`src/rtl/chen_pkg.sv`:
```
package chen_pkg;
  localparam int CH_COUNT      = 2;
  localparam int DRV_PER_CHAN  = 2;
  localparam int EN_BUS_W      = CH_COUNT * DRV_PER_CHAN;
  localparam int RST_STAGES    = 2;
endpackage

```
`src/rtl/chen_rst_sync.sv`:
```
module chen_rst_sync #(
  parameter int STAGES = 2
) (
  input  logic clk,
  input  logic rst_n,
  output logic rst_sync_n
);
  logic [STAGES-1:0] sh_q;
  logic [STAGES-1:0] sh_nxt;

  always_comb begin
    sh_nxt = {sh_q[STAGES-2:0], 1'b1};
  end

  always_ff @(posedge clk or negedge rst_n) begin
    if (!rst_n) sh_q <= '0;
    else        sh_q <= sh_nxt;
  end

  assign rst_sync_n = sh_q[STAGES-1];
endmodule

```
`src/rtl/chen_latch.sv`:
```
module chen_latch #(
  parameter int             W      = 4,
  parameter logic [W-1:0]   PRESET = '0
) (
  input  logic         clk,
  input  logic         rst_n,
  input  logic         stb,
  input  logic [W-1:0] d,
  output logic [W-1:0] q
);
  logic [W-1:0] q_nxt;

  always_comb begin
    q_nxt = q;
    if (stb) q_nxt = d;
  end

  always_ff @(posedge clk or negedge rst_n) begin
    if (!rst_n) q <= PRESET;
    else        q <= q_nxt;
  end


  load_follow_chk: assert property (@(posedge clk) disable iff (!rst_n)
    stb |=> (q == $past(d)));


  hold_value_chk: assert property (@(posedge clk) disable iff (!rst_n)
    !stb |=> $stable(q));
endmodule

```
`src/rtl/chen_chan_map.sv`:
```
module chen_chan_map #(
  parameter int NUM_CH = 2,
  parameter int DRV    = 2
) (
  input  logic [NUM_CH*DRV-1:0] tx_q,
  input  logic [NUM_CH*DRV-1:0] rx_q,
  input  logic [NUM_CH*DRV-1:0] st_q,
  output logic [NUM_CH-1:0]     tx_pd,
  output logic [NUM_CH-1:0]     rx_en,
  output logic [NUM_CH-1:0]     st_on
);
  for (genvar c = 0; c < NUM_CH; c++) begin : g_ch
    assign tx_pd[c] = ~(|tx_q[c*DRV +: DRV]);
    assign rx_en[c] =   |rx_q[c*DRV +: DRV];
    assign st_on[c] = ~(&st_q[c*DRV +: DRV]);
  end
endmodule

```
`src/rtl/chen_latch_bank.sv`:
```
module chen_latch_bank #(
  parameter int NUM_CH = chen_pkg::CH_COUNT,
  parameter int DRV    = chen_pkg::DRV_PER_CHAN
) (
  input  logic                  clk,
  input  logic                  rst_n,
  input  logic [NUM_CH*DRV-1:0] en_bus,
  input  logic                  tx_stb,
  input  logic                  rx_stb,
  input  logic                  st_stb,
  output logic [NUM_CH*DRV-1:0] tx_drv_en,
  output logic [NUM_CH-1:0]     tx_logic_pd,
  output logic [NUM_CH-1:0]     rx_ch_en,
  output logic [NUM_CH-1:0]     selftest_on
);
  localparam int BW = NUM_CH * DRV;

  logic          rst_sync_n;
  logic [BW-1:0] tx_q;
  logic [BW-1:0] rx_q;
  logic [BW-1:0] st_q;

  chen_rst_sync #(.STAGES(chen_pkg::RST_STAGES)) u_rst (
    .clk(clk), .rst_n(rst_n), .rst_sync_n(rst_sync_n)
  );

  chen_latch #(.W(BW), .PRESET({BW{1'b0}})) u_tx (
    .clk(clk), .rst_n(rst_sync_n), .stb(tx_stb), .d(en_bus), .q(tx_q)
  );

  chen_latch #(.W(BW), .PRESET({BW{1'b0}})) u_rx (
    .clk(clk), .rst_n(rst_sync_n), .stb(rx_stb), .d(en_bus), .q(rx_q)
  );

  chen_latch #(.W(BW), .PRESET({BW{1'b1}})) u_st (
    .clk(clk), .rst_n(rst_sync_n), .stb(st_stb), .d(en_bus), .q(st_q)
  );

  chen_chan_map #(.NUM_CH(NUM_CH), .DRV(DRV)) u_map (
    .tx_q(tx_q), .rx_q(rx_q), .st_q(st_q),
    .tx_pd(tx_logic_pd), .rx_en(rx_ch_en), .st_on(selftest_on)
  );

  assign tx_drv_en = tx_q;


  rst_state_chk: assert property (@(posedge clk) disable iff (!rst_n)
    $rose(rst_sync_n) |-> (tx_drv_en == '0 && rx_ch_en == '0 &&
                           selftest_on == '0 && tx_logic_pd == '1));

  for (genvar c = 0; c < NUM_CH; c++) begin : g_pd_chk

    drv_on_not_pd_chk: assert property (@(posedge clk) disable iff (!rst_n)
      (|tx_drv_en[c*DRV +: DRV]) |-> !tx_logic_pd[c]);
  end
endmodule

```
`config.mk`:
```
export PLATFORM = sky130hd
export DESIGN_NAME = chen_latch_bank
export DESIGN_NICKNAME = d
export VERILOG_FILES = /design/src/rtl/chen_pkg.sv /design/src/rtl/chen_rst_sync.sv /design/src/rtl/chen_latch.sv /design/src/rtl/chen_chan_map.sv /design/src/rtl/chen_latch_bank.sv
export SDC_FILE = /design/constraint.sdc
export NUM_CORES = 1
export LEC_CHECK = 0
export CORE_AREA = 2 2 39 41
export DETAILED_ROUTE_END_ITERATION = 12
export DIE_AREA = 0 0 41 43
export GPL_TIMING_DRIVEN = 0
export PLACE_DENSITY = 0.71
export SLEW_MARGIN = 20
export SYNTH_ARGS = -nofsm -noshare
export SYNTH_HDL_FRONTEND = slang
export SYNTH_SLANG_ARGS = --single-unit
```
`constraint.sdc`:
```
create_clock -name clk -period 0.9 [get_ports clk]
set_input_delay 0.135 -clock clk [delete_from_list [all_inputs] [get_ports clk]]
set_output_delay 0.135 -clock clk [all_outputs]
set_load 0.02 [all_outputs]
```
==> flow_metrics.py <==
metrics = {
    "status": {
        "status": "finished, violations left",
        "violations": "negative setup slack",
    },
    "place": {
        "placed_cells": 67,
        "gp_congestion": 0.611,
        "port_buffers": 18,
        "placed_area_um2": 727,
        "pre_cts_slack_ns": -0.339,
        "dp_hpwl_um": 686,
    },
    "clock_tree": {
        "clock_path_buffers": 2,
        "cts_hold_buf": 0,
        "insertion_delay_ns": 0.27,
        "htreeDepth": 1,
        "root_buffer": "clkbuf_4",
        "clock_sinks": 14,
        "numCtsBuffers": 3,
        "tritoncts": "yes",
        "clkTransAtPathRegs_ns": 0.08,
    },
    "sta": {
        "setup_ws_ns": -0.237,
        "final_max_slew_viol_count": 0,
        "finalSetupViolations": 10,
        "fin_crit_sh": 1.26,
        "rsz0062_at_grt": "true",
        "final_hold_viol_count": 0,
        "skew_ns": 0.00514,
        "period_minus_slack_ns": 1.14,
        "fin_setup_tns_ns": -1.45,
        "whs_ns": 0.0172,
        "clock.fmax_mhz": 879,
    },
    "cells_and_area": {
        "instances_no_fill": 72,
        "syn_to_final_growth_pct": 49.6,
        "final_area_um2": 781,
        "fin_nets": 66,
        "num_antenna_cells": 0,
        "fillers": 115,
        "final_common_cell": "mux2_1",
        "layout_common_cells": "11 x mux2_1, 10 x buf_6, 10 x dfrtp_1",
        "drive_gt1_frac": 0.411,
    },
    "die": {
        "core_um2": 1380,
        "dieWidth_um": 41,
        "initial_core_util": 0.377,
        "dieArea_um2": 1760,
        "ios": 19,
        "row_count": 14,
        "die_h_um": 43,
    },
    "setup_path": {
        "path_class": "reg -> out",
        "r2r_end": "u_rx.q[3]$_DFFE_PN0P_",
        "critPathArrivalTime_ns": 1.00,
        "endpoint_kind": "output pin",
        "crit_family": "flip-flops",
        "critPathRequiredTime_ns": 0.76,
        "cp-start-kind": "register",
        "cp.depth": 2,
        "crit_start": "u_rx.q[2]$_DFFE_PN0P_",
        "crit_path_max_fanout": 2,
        "crit_buf_inv": 1,
        "crit_path_top_delay_cell": "dfrtp_1",
        "cp_cell_sequence": "or2_1, buf_6",
        "endpoint": "rx_ch_en[1]",
        "r2r_cells": 2,
        "reg2reg_from": "u_rx.q[3]$_DFFE_PN0P_",
        "critPathMaxStageDelay_ns": 0.37,
        "rrSetupSlack_ns": 0.02,
    },
    "synthesis": {
        "synth_seq_cells": 14,
        "yosysUniqueCellTypes": 7,
        "synth_warnings": 0,
        "synth_nets": 42,
        "postSynthCellCount": 33,
        "syn_area_um2": 522,
        "ys_seq_area_frac": 0.681,
        "syn-mean-instance-area_um2": 15.8,
    },
    "global_routing": {
        "grt_max_degree": 13,
        "grt_pass1_vias": 320,
        "antenna_found_initial": 0,
        "grt_pass1_wl_mm": 1.34,
        "grt_overflow": 0,
        "grt_usage": 0.120,
    },
    "power": {
        "p_per_area_nw_per_um2": 1770,
        "leakage_nw": 0.340,
        "ir_worst_vdd_v": 0.000943,
    },
    "detailed_routing": {
        "vias": 327,
        "wire_per_inst_um": 12.3,
        "first_pass_iters": 2,
        "viasPerCell": 4.54,
        "final_antenna_net_count": 0,
        "wirelength_um": 882,
        "initialDrtViolationCount": 3,
        "drc_errors": 0,
    },
    "min_path": {
        "holdCritPathClass": "in -> async",
    },
    "job": {
        "maxCapViolations": 0,
    },
}
-- cell type report --
type	instances	area [µm²]	share of cell area
timing repair buffer	19	199	0.255
sequential	14	355	0.455
multi-input combinational	19	180	0.231
tap	16	20.0	0.0256
clock buffer	4	26.3	0.0337
-- worst min-delay path by stage --
stage | endpoint | depth (start not counted) | start
2_1_floorplan | u_rst.sh_q[0]$_DFF_PN0_ | 0 | rst_n
3_3_place_gp | u_tx.q[2]$_DFFE_PN0P_ | 0 | u_rst.sh_q[1]$_DFF_PN0_
3_5_place_dp | u_tx.q[2]$_DFFE_PN0P_ | 0 | u_rst.sh_q[1]$_DFF_PN0_
4_1_cts | u_rst.sh_q[0]$_DFF_PN0_ | 1 | rst_n
5_1_grt | u_rst.sh_q[0]$_DFF_PN0_ | 1 | rst_n
6_report | u_rst.sh_q[0]$_DFF_PN0_ | 1 | rst_n
-- sequential cells by signal, indices dropped and copies added (netlist names) --
name        flops
u_rst.sh_q      2
u_tx.q          4
u_rx.q          4
u_st.q          4
-- cells by family (layout without fill, tap and decap cells) --
group | after synthesis | after routing | synth area share
multiplexers | 12 | 12 | 0.259
other | 1 | 1 | 0.00719
AND/OR/NAND/NOR | 6 | 6 | 0.0528
buffers and inverters | 0 | 23 | 0
flip-flops | 14 | 14 | 0.681
-- synth_stat cells --
master   instances  area, µm²
nor2_1           2       7.51
mux2_1          12        135
dfstp_2          4        105
conb_1           1       3.75
dfrtp_1         10        250
nand2_1          2       7.51
or2_1            2       12.5
-- per-stage QoR --
stage / util / power, mW
6_report: 0.564 / 1.38
3_5_place_dp: 0.525 / 1.02
5_1_grt: 0.564 / 1.47
2_1_floorplan: - / 0.863
4_1_cts: 0.564 / 1.41
3_3_place_gp: 0.525 / 1.01
-- per-layer routing --
| metal | part of all wire | vias to the layer above | track usage | wire, µm |
|---|---|---|---|---|
| met2 | 0.52 | 10 | 0.178 | 460 |
| met3 | 0.056 | 0 | 0.0471 | 49 |
| met4 | 0 | 0 | 0.0600 | 0 |
| li1 | - | 158 | - | - |
| met5 | 0 | - | 0 | 0 |
| met1 | 0.42 | 159 | 0.145 | 373 |
-- where the power goes --
group	total [mW]	leakage [nW]	internal (mW)	switching (mW)
Clock	0.346	0.0150	0.171	0.174
Sequential	0.748	0.159	0.701	0.0474
Combinational	0.289	0.166	0.166	0.122
Total	1.38	0.340	1.04	0.344
-- what timing repair did --
| item | in CTS | in global routing |
|---|---|---|
| pin swaps | 3 | 1 |
| endpoints found under the setup margin | 12 | 11 |
| hold endpoints to repair | 0 | 0 |
| buffers inserted | 1 | 1 |
| gates resized for setup | 64 | 0 |
No activity file was read; power rests on OpenSTA's default activity.
